`config.mk`:
```
export PLATFORM = sky130hd
export DESIGN_NAME = quad_dac_i2c_if
export DESIGN_NICKNAME = d
export VERILOG_FILES = /design/src/rtl/dac_i2c_pkg.sv /design/src/rtl/dac_i2c_sync.sv /design/src/rtl/dac_i2c_engine.sv /design/src/rtl/dac_chan_regs.sv /design/src/rtl/quad_dac_i2c_if.sv
export SDC_FILE = /design/constraint.sdc
export NUM_CORES = 1
export LEC_CHECK = 0
export BUFFER_PORTS_ARGS = -buffer_cell sky130_fd_sc_hd__buf_2
export CORE_ASPECT_RATIO = 1.75
export CORE_MARGIN = 1
export CORE_UTILIZATION = 52
export DETAILED_ROUTE_END_ITERATION = 8
export GPL_TIMING_DRIVEN = 0
export PLACE_DENSITY = 0.87
export SYNTH_ARGS = -nofsm -noshare
export SYNTH_HDL_FRONTEND = slang
export SYNTH_SLANG_ARGS = --single-unit
export TNS_END_PERCENT = 50
```
`constraint.sdc`:
```
create_clock -name clk -period 1.9 [get_ports clk]
set_clock_uncertainty 0.2 [all_clocks]
set_input_delay 0.38 -clock clk [delete_from_list [all_inputs] [get_ports clk]]
set_output_delay 0.38 -clock clk [all_outputs]
set_load 0.005 [all_outputs]
```
`src/rtl/dac_i2c_pkg.sv`:
```
package dac_i2c_pkg;
  localparam int BYTE_W = 8;
  localparam int WORD_W = 2 * BYTE_W;
  localparam int PD_MSB = 15;
  localparam int PD_LSB = 14;
  localparam int CLR_BIT = 13;
  localparam int LD_BIT = 12;

  typedef enum logic [2:0] {
    ST_IDLE, ST_ADDR, ST_AACK, ST_WR, ST_WACK, ST_RD, ST_RACK, ST_SKIP
  } bus_st_t;

  // true when the received address byte names this device
  function automatic logic addr_hit(logic [BYTE_W-1:0] b, logic [5:0] hi, logic strap);
    return b[BYTE_W-1:1] == {hi, strap};
  endfunction
endpackage

```
`src/rtl/dac_i2c_sync.sv`:
```
module dac_i2c_sync (
  input  logic clk,
  input  logic rst_n,
  input  logic scl_in,
  input  logic sda_in,
  output logic scl_q,
  output logic sda_q,
  output logic scl_rise,
  output logic scl_fall,
  output logic start_det,
  output logic stop_det
);
  localparam int NLINE = 2;
  logic [NLINE-1:0] raw;
  logic [NLINE-1:0] s1, s2, s3;

  assign raw = {sda_in, scl_in};

  for (genvar g = 0; g < NLINE; g++) begin : g_line
    always_ff @(posedge clk or negedge rst_n) begin
      if (!rst_n) begin
        s1[g] <= 1'b1;
        s2[g] <= 1'b1;
        s3[g] <= 1'b1;
      end else begin
        s1[g] <= raw[g];
        s2[g] <= s1[g];
        s3[g] <= s2[g];
      end
    end
  end

  assign scl_q     = s2[0];
  assign sda_q     = s2[1];
  assign scl_rise  = s2[0] & ~s3[0];
  assign scl_fall  = ~s2[0] & s3[0];
  assign start_det = s3[1] & ~s2[1] & s2[0] & s3[0];
  assign stop_det  = ~s3[1] & s2[1] & s2[0] & s3[0];
endmodule

```
`src/rtl/dac_i2c_engine.sv`:
```
module dac_i2c_engine
  import dac_i2c_pkg::*;
#(
  parameter int NCH = 4,
  parameter logic [5:0] ADDR_HI = 6'b000110
) (
  input  logic              clk,
  input  logic              rst_n,
  input  logic              scl_q,
  input  logic              sda_q,
  input  logic              scl_rise,
  input  logic              scl_fall,
  input  logic              start_det,
  input  logic              stop_det,
  input  logic              strap,
  input  logic [WORD_W-1:0] rd_word,
  output logic              sda_oe,
  output logic [NCH-1:0]    ptr,
  output logic              commit,
  output logic [WORD_W-1:0] commit_word,
  output logic [NCH-1:0]    commit_sel
);
  localparam int CNT_W = $clog2(BYTE_W + 1);
  localparam logic [CNT_W-1:0] LAST_BIT = CNT_W'(BYTE_W);

  bus_st_t            st;
  logic [CNT_W-1:0]   bcnt;
  logic [BYTE_W-1:0]  rx, tx, hi_byte;
  logic               rw, rd_lo, nack;
  logic [1:0]         phase;
  logic [BYTE_W-1:0]  next_tx;
  logic               byte_done;

  assign byte_done = scl_fall && (bcnt == LAST_BIT);
  assign next_tx   = rd_lo ? rd_word[BYTE_W-1:0] : rd_word[WORD_W-1:BYTE_W];

  always_ff @(posedge clk or negedge rst_n) begin
    if (!rst_n) begin
      st <= ST_IDLE; bcnt <= '0; rx <= '0; tx <= '0; hi_byte <= '0;
      rw <= 1'b0; rd_lo <= 1'b0; nack <= 1'b0; phase <= 2'd0;
      sda_oe <= 1'b0; ptr <= '0;
      commit <= 1'b0; commit_word <= '0; commit_sel <= '0;
    end else begin
      commit <= 1'b0;
      if (start_det) begin
        st <= ST_ADDR; bcnt <= '0; sda_oe <= 1'b0;
      end else if (stop_det) begin
        st <= ST_IDLE; sda_oe <= 1'b0;
      end else begin
        unique case (st)
          ST_ADDR: begin
            if (scl_rise) begin
              rx <= {rx[BYTE_W-2:0], sda_q}; bcnt <= bcnt + 1'b1;
            end else if (byte_done) begin
              if (addr_hit(rx, ADDR_HI, strap)) begin
                st <= ST_AACK; sda_oe <= 1'b1; rw <= rx[0];
              end else begin
                st <= ST_SKIP;
              end
            end
          end
          ST_AACK: if (scl_fall) begin
            bcnt <= '0;
            if (rw) begin
              st <= ST_RD; tx <= rd_word[WORD_W-1:BYTE_W];
              sda_oe <= ~rd_word[WORD_W-1]; rd_lo <= 1'b1;
            end else begin
              st <= ST_WR; sda_oe <= 1'b0; phase <= 2'd0;
            end
          end
          ST_WR: begin
            if (scl_rise) begin
              rx <= {rx[BYTE_W-2:0], sda_q}; bcnt <= bcnt + 1'b1;
            end else if (byte_done) begin
              st <= ST_WACK; sda_oe <= 1'b1;
            end
          end
          ST_WACK: if (scl_fall) begin
            st <= ST_WR; sda_oe <= 1'b0; bcnt <= '0;
            unique case (phase)
              2'd0: begin ptr <= rx[NCH-1:0]; phase <= 2'd1; end
              2'd1: begin hi_byte <= rx; phase <= 2'd2; end
              default: begin
                commit <= 1'b1; commit_word <= {hi_byte, rx};
                commit_sel <= ptr; phase <= 2'd1;
              end
            endcase
          end
          ST_RD: begin
            if (scl_rise) begin
              bcnt <= bcnt + 1'b1;
            end else if (byte_done) begin
              st <= ST_RACK; sda_oe <= 1'b0;
            end else if (scl_fall) begin
              tx <= {tx[BYTE_W-2:0], 1'b0}; sda_oe <= ~tx[BYTE_W-2];
            end
          end
          ST_RACK: begin
            if (scl_rise) begin
              nack <= sda_q;
            end else if (scl_fall) begin
              if (nack) begin
                st <= ST_SKIP;
              end else begin
                st <= ST_RD; bcnt <= '0; tx <= next_tx;
                sda_oe <= ~next_tx[BYTE_W-1]; rd_lo <= ~rd_lo;
              end
            end
          end
          default: ;
        endcase
      end
    end
  end

  AST_SKIP_RELEASED: assert property (@(posedge clk) disable iff (!rst_n)
    (st == ST_SKIP) |-> !sda_oe);
  AST_OE_STILL_SCL_HIGH: assert property (@(posedge clk) disable iff (!rst_n)
    (scl_q && $past(scl_q)) |-> $stable(sda_oe));
  AST_RACK_RELEASED: assert property (@(posedge clk) disable iff (!rst_n)
    (st == ST_RACK) |-> !sda_oe);
endmodule

```
`src/rtl/dac_chan_regs.sv`:
```
module dac_chan_regs
  import dac_i2c_pkg::*;
#(
  parameter int NCH = 4
) (
  input  logic                  clk,
  input  logic                  rst_n,
  input  logic                  wr_en,
  input  logic [NCH-1:0]        wr_sel,
  input  logic [WORD_W-1:0]     wr_word,
  output logic [NCH*WORD_W-1:0] ch_word,
  output logic [1:0]            pd_mode,
  output logic                  clr_stb,
  output logic                  ld_stb
);
  for (genvar c = 0; c < NCH; c++) begin : g_ch
    always_ff @(posedge clk or negedge rst_n) begin
      if (!rst_n) ch_word[c*WORD_W +: WORD_W] <= '0;
      else if (wr_en && wr_sel[c]) ch_word[c*WORD_W +: WORD_W] <= wr_word;
    end
  end

  always_ff @(posedge clk or negedge rst_n) begin
    if (!rst_n) begin
      pd_mode <= 2'b00; clr_stb <= 1'b0; ld_stb <= 1'b0;
    end else begin
      clr_stb <= wr_en & ~wr_word[CLR_BIT];
      ld_stb  <= wr_en & ~wr_word[LD_BIT];
      if (wr_en) pd_mode <= wr_word[PD_MSB:PD_LSB];
    end
  end

  AST_HOLD_WITHOUT_WRITE: assert property (@(posedge clk) disable iff (!rst_n)
    !wr_en |=> $stable(ch_word));
  AST_CLR_ONE_CYCLE: assert property (@(posedge clk) disable iff (!rst_n)
    clr_stb |=> !clr_stb);
  AST_LD_ONE_CYCLE: assert property (@(posedge clk) disable iff (!rst_n)
    ld_stb |=> !ld_stb);
  AST_PD_ONLY_ON_WRITE: assert property (@(posedge clk) disable iff (!rst_n)
    !wr_en |=> $stable(pd_mode));
endmodule

```
`src/rtl/quad_dac_i2c_if.sv`:
```
module quad_dac_i2c_if
  import dac_i2c_pkg::*;
#(
  parameter int NCH = 4,
  parameter logic [5:0] ADDR_HI = 6'b000110
) (
  input  logic                  clk,
  input  logic                  rst_n,
  input  logic                  scl_in,
  input  logic                  sda_in,
  input  logic                  addr_strap,
  output logic                  sda_oe,
  output logic [NCH*WORD_W-1:0] ch_word,
  output logic [1:0]            pd_mode,
  output logic                  clr_stb,
  output logic                  ld_stb
);
  logic scl_q, sda_q, scl_rise, scl_fall, start_det, stop_det;
  logic [NCH-1:0] ptr, commit_sel;
  logic commit;
  logic [WORD_W-1:0] commit_word, rd_word;

  // lowest-numbered selected channel wins; empty select reads zero
  function automatic logic [WORD_W-1:0] read_pick(logic [NCH-1:0] sel,
                                                  logic [NCH*WORD_W-1:0] w);
    logic [WORD_W-1:0] r;
    r = '0;
    for (int i = NCH - 1; i >= 0; i--)
      if (sel[i]) r = w[i*WORD_W +: WORD_W];
    return r;
  endfunction

  assign rd_word = read_pick(ptr, ch_word);

  dac_i2c_sync u_sync (
    .clk(clk), .rst_n(rst_n), .scl_in(scl_in), .sda_in(sda_in),
    .scl_q(scl_q), .sda_q(sda_q), .scl_rise(scl_rise), .scl_fall(scl_fall),
    .start_det(start_det), .stop_det(stop_det)
  );

  dac_i2c_engine #(.NCH(NCH), .ADDR_HI(ADDR_HI)) u_eng (
    .clk(clk), .rst_n(rst_n), .scl_q(scl_q), .sda_q(sda_q),
    .scl_rise(scl_rise), .scl_fall(scl_fall), .start_det(start_det),
    .stop_det(stop_det), .strap(addr_strap), .rd_word(rd_word),
    .sda_oe(sda_oe), .ptr(ptr), .commit(commit),
    .commit_word(commit_word), .commit_sel(commit_sel)
  );

  dac_chan_regs #(.NCH(NCH)) u_regs (
    .clk(clk), .rst_n(rst_n), .wr_en(commit), .wr_sel(commit_sel),
    .wr_word(commit_word), .ch_word(ch_word), .pd_mode(pd_mode),
    .clr_stb(clr_stb), .ld_stb(ld_stb)
  );

  AST_COMMIT_NEEDS_SELECT_OR_NOOP: assert property (@(posedge clk) disable iff (!rst_n)
    (commit && commit_sel == '0) |=> $stable(ch_word));
endmodule

```
==> results of run 1 <==
## sequential cells by signal (all words and copies together) (netlist names), 2 cells and up
name	count
u_regs.pd_mode	2
u_eng.hi_byte	8
u_eng.st	3
u_sync.s3	2
u_eng.commit_sel	4
u_regs.ch_word	64
u_eng.phase	2
u_eng.bcnt	4
u_eng.ptr	4
u_sync.s1	2
u_eng.rx	8
u_eng.commit_word	16
u_eng.tx	7
## through the flow
stage          hold slack [ps]  TNS [ps]
6_report                   156     -7930
5_1_grt                    162    -10200
4_1_cts                    157     -3160
3_5_place_dp               149    -27710
3_3_place_gp               147   -206360
2_1_floorplan             -116     -1050
## worst register-to-register path: cells and delay by family, from the launching register on
family | cells | cell delay (ps)
AO/OA/AOI/OAI | 3 | 890
AND/OR/NAND/NOR | 2 | 490
buffers and inverters | 1 | 240
flip-flops | 1 | 450
## layout make-up
| type | count | area, sq um | share of cell area |
|---|---|---|---|
| Clock buffer | 18 | 439 | 0.0537 |
| Clock inverter | 14 | 163 | 0.0199 |
| Sequential cell | 135 | 3390 | 0.414 |
| Tap cell | 132 | 165 | 0.0202 |
| Multi-Input combinational cell | 292 | 2900 | 0.354 |
| Timing Repair Buffer | 122 | 847 | 0.104 |
| Inverter | 12 | 52.6 | 0.00642 |
| Buffer | 22 | 226 | 0.0277 |
## synthesized netlist by cell type, drive strengths merged, types with 8 or more instances
library cell / number
inv: 11
nand2: 18
nor2b: 8
a21oi: 11
a221oi: 15
nor3: 17
buf: 13
o21ai: 17
clkbuf: 11
dfrtp: 129
mux2: 111
nor2: 8
o22ai: 16
## routing by layer
| metal | up-vias | GRT usage |
|---|---|---|
| met1 | 2526 | 0.312 |
| met4 | 0 | 0.231 |
| met5 | - | 0 |
| li1 | 2015 | - |
| met2 | 311 | 0.566 |
| met3 | 119 | 0.0685 |
## power by group
| part | switching, uW | internal, uW |
|---|---|---|
| Sequential | 491 | 3220 |
| Combinational | 2150 | 1880 |
| Clock | 1360 | 2000 |
## kinds of logic (layout without fill, tap and decap cells)
family / after synthesis / in the layout
adder cells (fa/ha/maj): 2 / 2
XOR/XNOR: 2 / 2
buffers and inverters: 36 / 188
AND/OR/NAND/NOR: 90 / 90
multiplexers: 114 / 114
AO/OA/AOI/OAI: 84 / 84
flip-flops: 135 / 135
## worst paths after layout
check	startpoint	end	slack [ps]	cells after the start
worst max-delay path	u_eng.ptr[2]	u_eng.sda_oe	-480	6
worst min-delay path	u_sync.s1[0]	u_sync.scl_q	160	0
worst max register to register	u_eng.ptr[2]	u_eng.sda_oe	-480	6
worst min register to register	u_sync.s1[0]	u_sync.scl_q	160	0
max in group asynchronous	rst_n	u_regs.ch_word[13]	470	3
min in group asynchronous	rst_n	u_eng.bcnt[0]	270	2
## what timing repair did
| action | CTS | global route |
|---|---|---|
| buffers inserted | 14 | 29 |
| setup endpoints to repair | 94 | 94 |
| pin swaps | 6 | 18 |
| hold buffers | 3 | 0 |
| resized for setup | 71 | 74 |
| cloned | 1 | 1 |
| hold endpoints to repair | 53 | 0 |
==> flow_summary.json, run 1 <==
{
  "p_leak_uw": 0.00416,
  "finalCriticalPeriod_ps": 2380,
  "worst_slack_ps": -485,
  "grt_max_degree": 84,
  "placed_area_sq_mm": 0.00663,
  "synth_edf_count": 0,
  "final_area_sq_mm": 0.00818,
  "hold_viol_final": 0,
  "syn_area_per_cell_sq_um": 13.1,
  "max-vdd-ir-drop_uv": 932,
  "end_kind": "register",
  "crit_fanout": 10,
  "place.gp.congestion": 0.889,
  "ys_seq_area_frac": 0.560,
  "status": "finished with violations",
  "clock_latency_ps": 430,
  "ys_seq_elements": 135,
  "final_common_cell": "dfrtp_1",
  "synth_top_area_cell": "dfrtp_1",
  "drive_gt1_frac": 0.580,
  "synthFlopType": "dfrtp_1",
  "drcViolationCount": 0,
  "drv_cap": 0,
  "synth_compound_area_frac": 0.0977,
  "path_buf_inv": 1,
  "grt_pass1_vias": 4972,
  "antenna_found_initial": 0,
  "dp.cells": 669,
  "muxShareOfSynthArea": 0.212,
  "dr.pass1.iters": 5,
  "syn-num-nets": 470,
  "numClockSinks": 135,
  "fp-row-count": 51,
  "slew_headroom": 0.646,
  "drt-vias-per-instance": 6.65,
  "final_cell_mix": "125 x dfrtp_1, 95 x mux2_2, 73 x buf_2",
  "drt-initial-drc-count": 460,
  "initial_core_util": 0.538,
  "io_buffers": 73,
  "critical_path_required_ps": 2000,
  "die_h_um": 145,
  "synth.top_cell.area_share": 0.534,
  "clock_path_buffers": 2,
  "synth_simple_gate_area_frac": 0.0925,
  "path_class": "reg -> reg",
  "rsz0062_at_grt": "true",
  "place_ws_ps": -656,
  "place_hpwl_mm": 11.1,
  "power.total_uw": 11100,
  "syn-cell-area_sq_mm": 0.00604,
  "die_w_um": 83.5,
  "fin_cells": 747,
  "crit_chain": "nor2b_4, buf_8, a221oi_1, o21ai_1, nand4_1, a221o_1",
  "max_stage_delay_ps": 450,
  "ys_types": 64,
  "grt_overflow": 0,
  "violations": "negative setup slack",
  "wl_met3_mm": 1.27,
  "ant_nets": 0,
  "setup_viol": 47,
  "grt_usage": 0.312,
  "synthArstFlopShare": 1.00,
  "syn-instance-count": 463,
  "core_sq_mm": 0.0112,
  "num_vias": 4971,
  "max_freq_mhz": 419,
  "cts_root_buf": "clkbuf_16",
  "arrival_ps": 2490,
  "nNetsFinal": 609,
  "ioPinCount": 74,
  "clk_pin_slew_ps": 60,
  "tightest_slew_ps": 532,
  "wl_per_cell_um": 26.3,
  "power.density_mw_per_mm2": 1360,
  "finalCritPeriodShare": 1.26,
  "cts_tree": "done",
  "slowest_stage": "dfrtp_2",
  "synth.area.top_cells": "dfrtp_1 53%, mux2_2 19%, dfstp_2 2.6%, a221oi_1 2.2%, mux2_1 1.7%",
  "htree_levels": 4,
  "yosys.area_share.adder": 0.00414,
  "grt_pass1_wl_mm": 27.8,
  "dieArea_sq_mm": 0.0121,
  "diodes": 0,
  "n_fill_cell": 657,
  "wl_mm": 19.6,
  "fin_util": 0.729,
  "numCtsBuffers": 17,
  "critPathLaunchType": "register",
  "wl_met1_mm": 6.32,
  "hp-class": "reg -> reg",
  "wl_met2_mm": 10.4,
  "yosysWarnings": 0,
  "maxSlewViolCount": 0,
  "top_layer": "met4",
  "synth_top_family_by_area": "multiplexers",
  "worst_path_dominant_cell_family": "compound AO/OA/AOI/OAI gates",
  "area_growth_pct": 35.4,
  "synth_xor_area_frac": 0.00290
}
Power figures use the tool's default switching activity.
==> inputs of run 2 (changes only) <==
--- a/config.mk
+++ b/config.mk
@@ -6,12 +6,14 @@
 export NUM_CORES = 1
 export LEC_CHECK = 0
 export BUFFER_PORTS_ARGS = -buffer_cell sky130_fd_sc_hd__buf_2
+export CELL_PAD_IN_SITES_DETAIL_PLACEMENT = 0
+export CELL_PAD_IN_SITES_GLOBAL_PLACEMENT = 1
 export CORE_ASPECT_RATIO = 1.75
 export CORE_MARGIN = 1
-export CORE_UTILIZATION = 52
+export CORE_UTILIZATION = 43
 export DETAILED_ROUTE_END_ITERATION = 8
 export GPL_TIMING_DRIVEN = 0
-export PLACE_DENSITY = 0.87
+export PLACE_DENSITY = 0.88
 export SYNTH_ARGS = -nofsm -noshare
 export SYNTH_HDL_FRONTEND = slang
 export SYNTH_SLANG_ARGS = --single-unit
==> run 2 against run 1 <==
  * The flow finishes with violations (design-rule violations, negative setup slack)
  * Design area decreased by 3.2%
  * Global-route usage decreased by 7.5 points
  * Total power decreased by 8.9%
  * Worst setup slack improved by 180 ps
  * Sequential power decreased by 1%
  * Via count decreased by 8.5%
  * Count of clock-buffer cells in the layout increased by 1
  * Core utilization decreased by 15 points
  * Maximum frequency increased by 8.1%
  * Die area increased by 21%
  * Critical endpoint unchanged
  * Largest power group is now sequential cells
==> flow_summary.json, run 2 (same netlist as run 1, synthesis figures left out) <==
{
  "cts_root_buf": "clkbuf_16",
  "final_cell_mix": "124 x dfrtp_1, 96 x mux2_2, 74 x buf_2",
  "area_growth_pct": 31.1,
  "max-vdd-ir-drop_uv": 714,
  "n_fill_cell": 1090,
  "ioPinCount": 74,
  "dieArea_sq_mm": 0.0146,
  "power.density_mw_per_mm2": 1280,
  "clock_path_buffers": 2,
  "cts_tree": "done",
  "initial_core_util": 0.439,
  "reg2regPathDepth": 7,
  "numCtsBuffers": 17,
  "slew_headroom": 0.690,
  "nNetsFinal": 594,
  "drt-vias-per-instance": 5.85,
  "drt-initial-drc-count": 288,
  "grt_overflow": 0,
  "setup_viol": 50,
  "worst_slack_ps": -306,
  "ant_nets": 0,
  "hold_viol_final": 0,
  "grt_max_degree": 92,
  "wl_mm": 17.3,
  "grt_pass1_wl_mm": 26.1,
  "top_layer": "met4",
  "die_h_um": 159,
  "antenna_found_initial": 0,
  "rsz0062_at_grt": "true",
  "finalCritPeriodShare": 1.16,
  "wl_per_cell_um": 22.2,
  "end_kind": "register",
  "wl_met1_mm": 6.00,
  "drive_gt1_frac": 0.552,
  "clock_latency_ps": 420,
  "die_w_um": 91.6,
  "dp.cells": 714,
  "final_common_cell": "dfrtp_1",
  "wl_met3_um": 831,
  "grt_usage": 0.238,
  "fp-row-count": 57,
  "tightest_slew_ps": 465,
  "critical_path_required_ps": 2000,
  "min_path_cells": 0,
  "num_vias": 4546,
  "power.total_uw": 10100,
  "largest_reg_flops": 64,
  "fin_cells": 777,
  "path_class": "reg -> reg",
  "dr.pass1.iters": 8,
  "numClockSinks": 135,
  "regMostFlops": "u_regs.ch_word",
  "arrival_ps": 2300,
  "finalCriticalPeriod_ps": 2210,
  "fin_util": 0.576,
  "p_leak_uw": 0.00401,
  "hp-class": "reg -> reg",
  "place_hpwl_mm": 11.5,
  "place_ws_ps": -666,
  "clk_pin_slew_ps": 60,
  "drcViolationCount": 2,
  "grt_pass1_vias": 4708,
  "io_buffers": 73,
  "wl_met2_mm": 9.49,
  "crit_fanout": 4,
  "critPathLaunchType": "register",
  "max_freq_mhz": 453,
  "htree_levels": 4,
  "drv_cap": 0,
  "violations": "design-rule violations, negative setup slack",
  "top_regs": "u_regs.ch_word (64), u_eng.commit_word (16)",
  "place.gp.congestion": 0.938,
  "maxSlewViolCount": 0,
  "core_sq_mm": 0.0138,
  "status": "finished with violations",
  "diodes": 0
}
## run 2: worst paths after layout
path / end / startpoint / slack, ps
max: u_eng.sda_oe / u_eng.bcnt[1] / -310
min: u_sync.scl_q / u_sync.s1[0] / 160
max reg2reg: u_eng.sda_oe / u_eng.bcnt[1] / -310
min reg2reg: u_sync.scl_q / u_sync.s1[0] / 160
max in group asynchronous: u_regs.ch_word[59] / rst_n / 440
min in group asynchronous: u_regs.clr_stb / rst_n / 260
## run 2: report_power, final
part           internal, uW  switching [uW]
clock network          1710            1290
logic                  1640            1820
registers              3220             438
## run 2: final cells by class
| type | instances | area, sq um | area share |
|---|---|---|---|
| Sequential cell | 135 | 3390 | 0.428 |
| Multi-Input combinational cell | 292 | 2800 | 0.353 |
| Timing Repair Buffer | 110 | 747 | 0.0943 |
| Clock buffer | 19 | 443 | 0.0559 |
| Tap cell | 177 | 221 | 0.0280 |
| Buffer | 19 | 178 | 0.0224 |
| Clock inverter | 13 | 98.8 | 0.0125 |
| Inverter | 12 | 46.3 | 0.00584 |
## run 2: repair_timing
item                       4_1_cts  5_1_grt
pin swaps                        6        9
setup endpoints to repair       95       77
gates cloned                     0        2
buffers inserted                10       21
hold endpoints to repair        42        0
gates resized for setup         62       50
hold buffers                     3        0
## run 2: stage by stage
step	area [sq um]	hold slack, ps	TNS [ps]
2_1_floorplan	6070	-116	-1050
3_3_place_gp	6660	146	-217810
3_5_place_dp	6690	144	-30740
4_1_cts	7520	158	-3060
5_1_grt	7920	158	-12890
6_report	7920	156	-7490
## run 2: layer usage
layer | global-route usage | up-vias
met5 | 0 | -
met2 | 0.425 | 196
li1 | - | 1974
met3 | 0.0527 | 61
met4 | 0.145 | 0
met1 | 0.248 | 2315
## run 2: worst max-delay path, cell delays in order, from the launching register on
cell and delay, ps:
dfrtp_1 410, inv_1 70, ha_1 130, nand3b_1 200
or2_4 340, a31oi_1 230, nand4_1 160, a221o_1 350
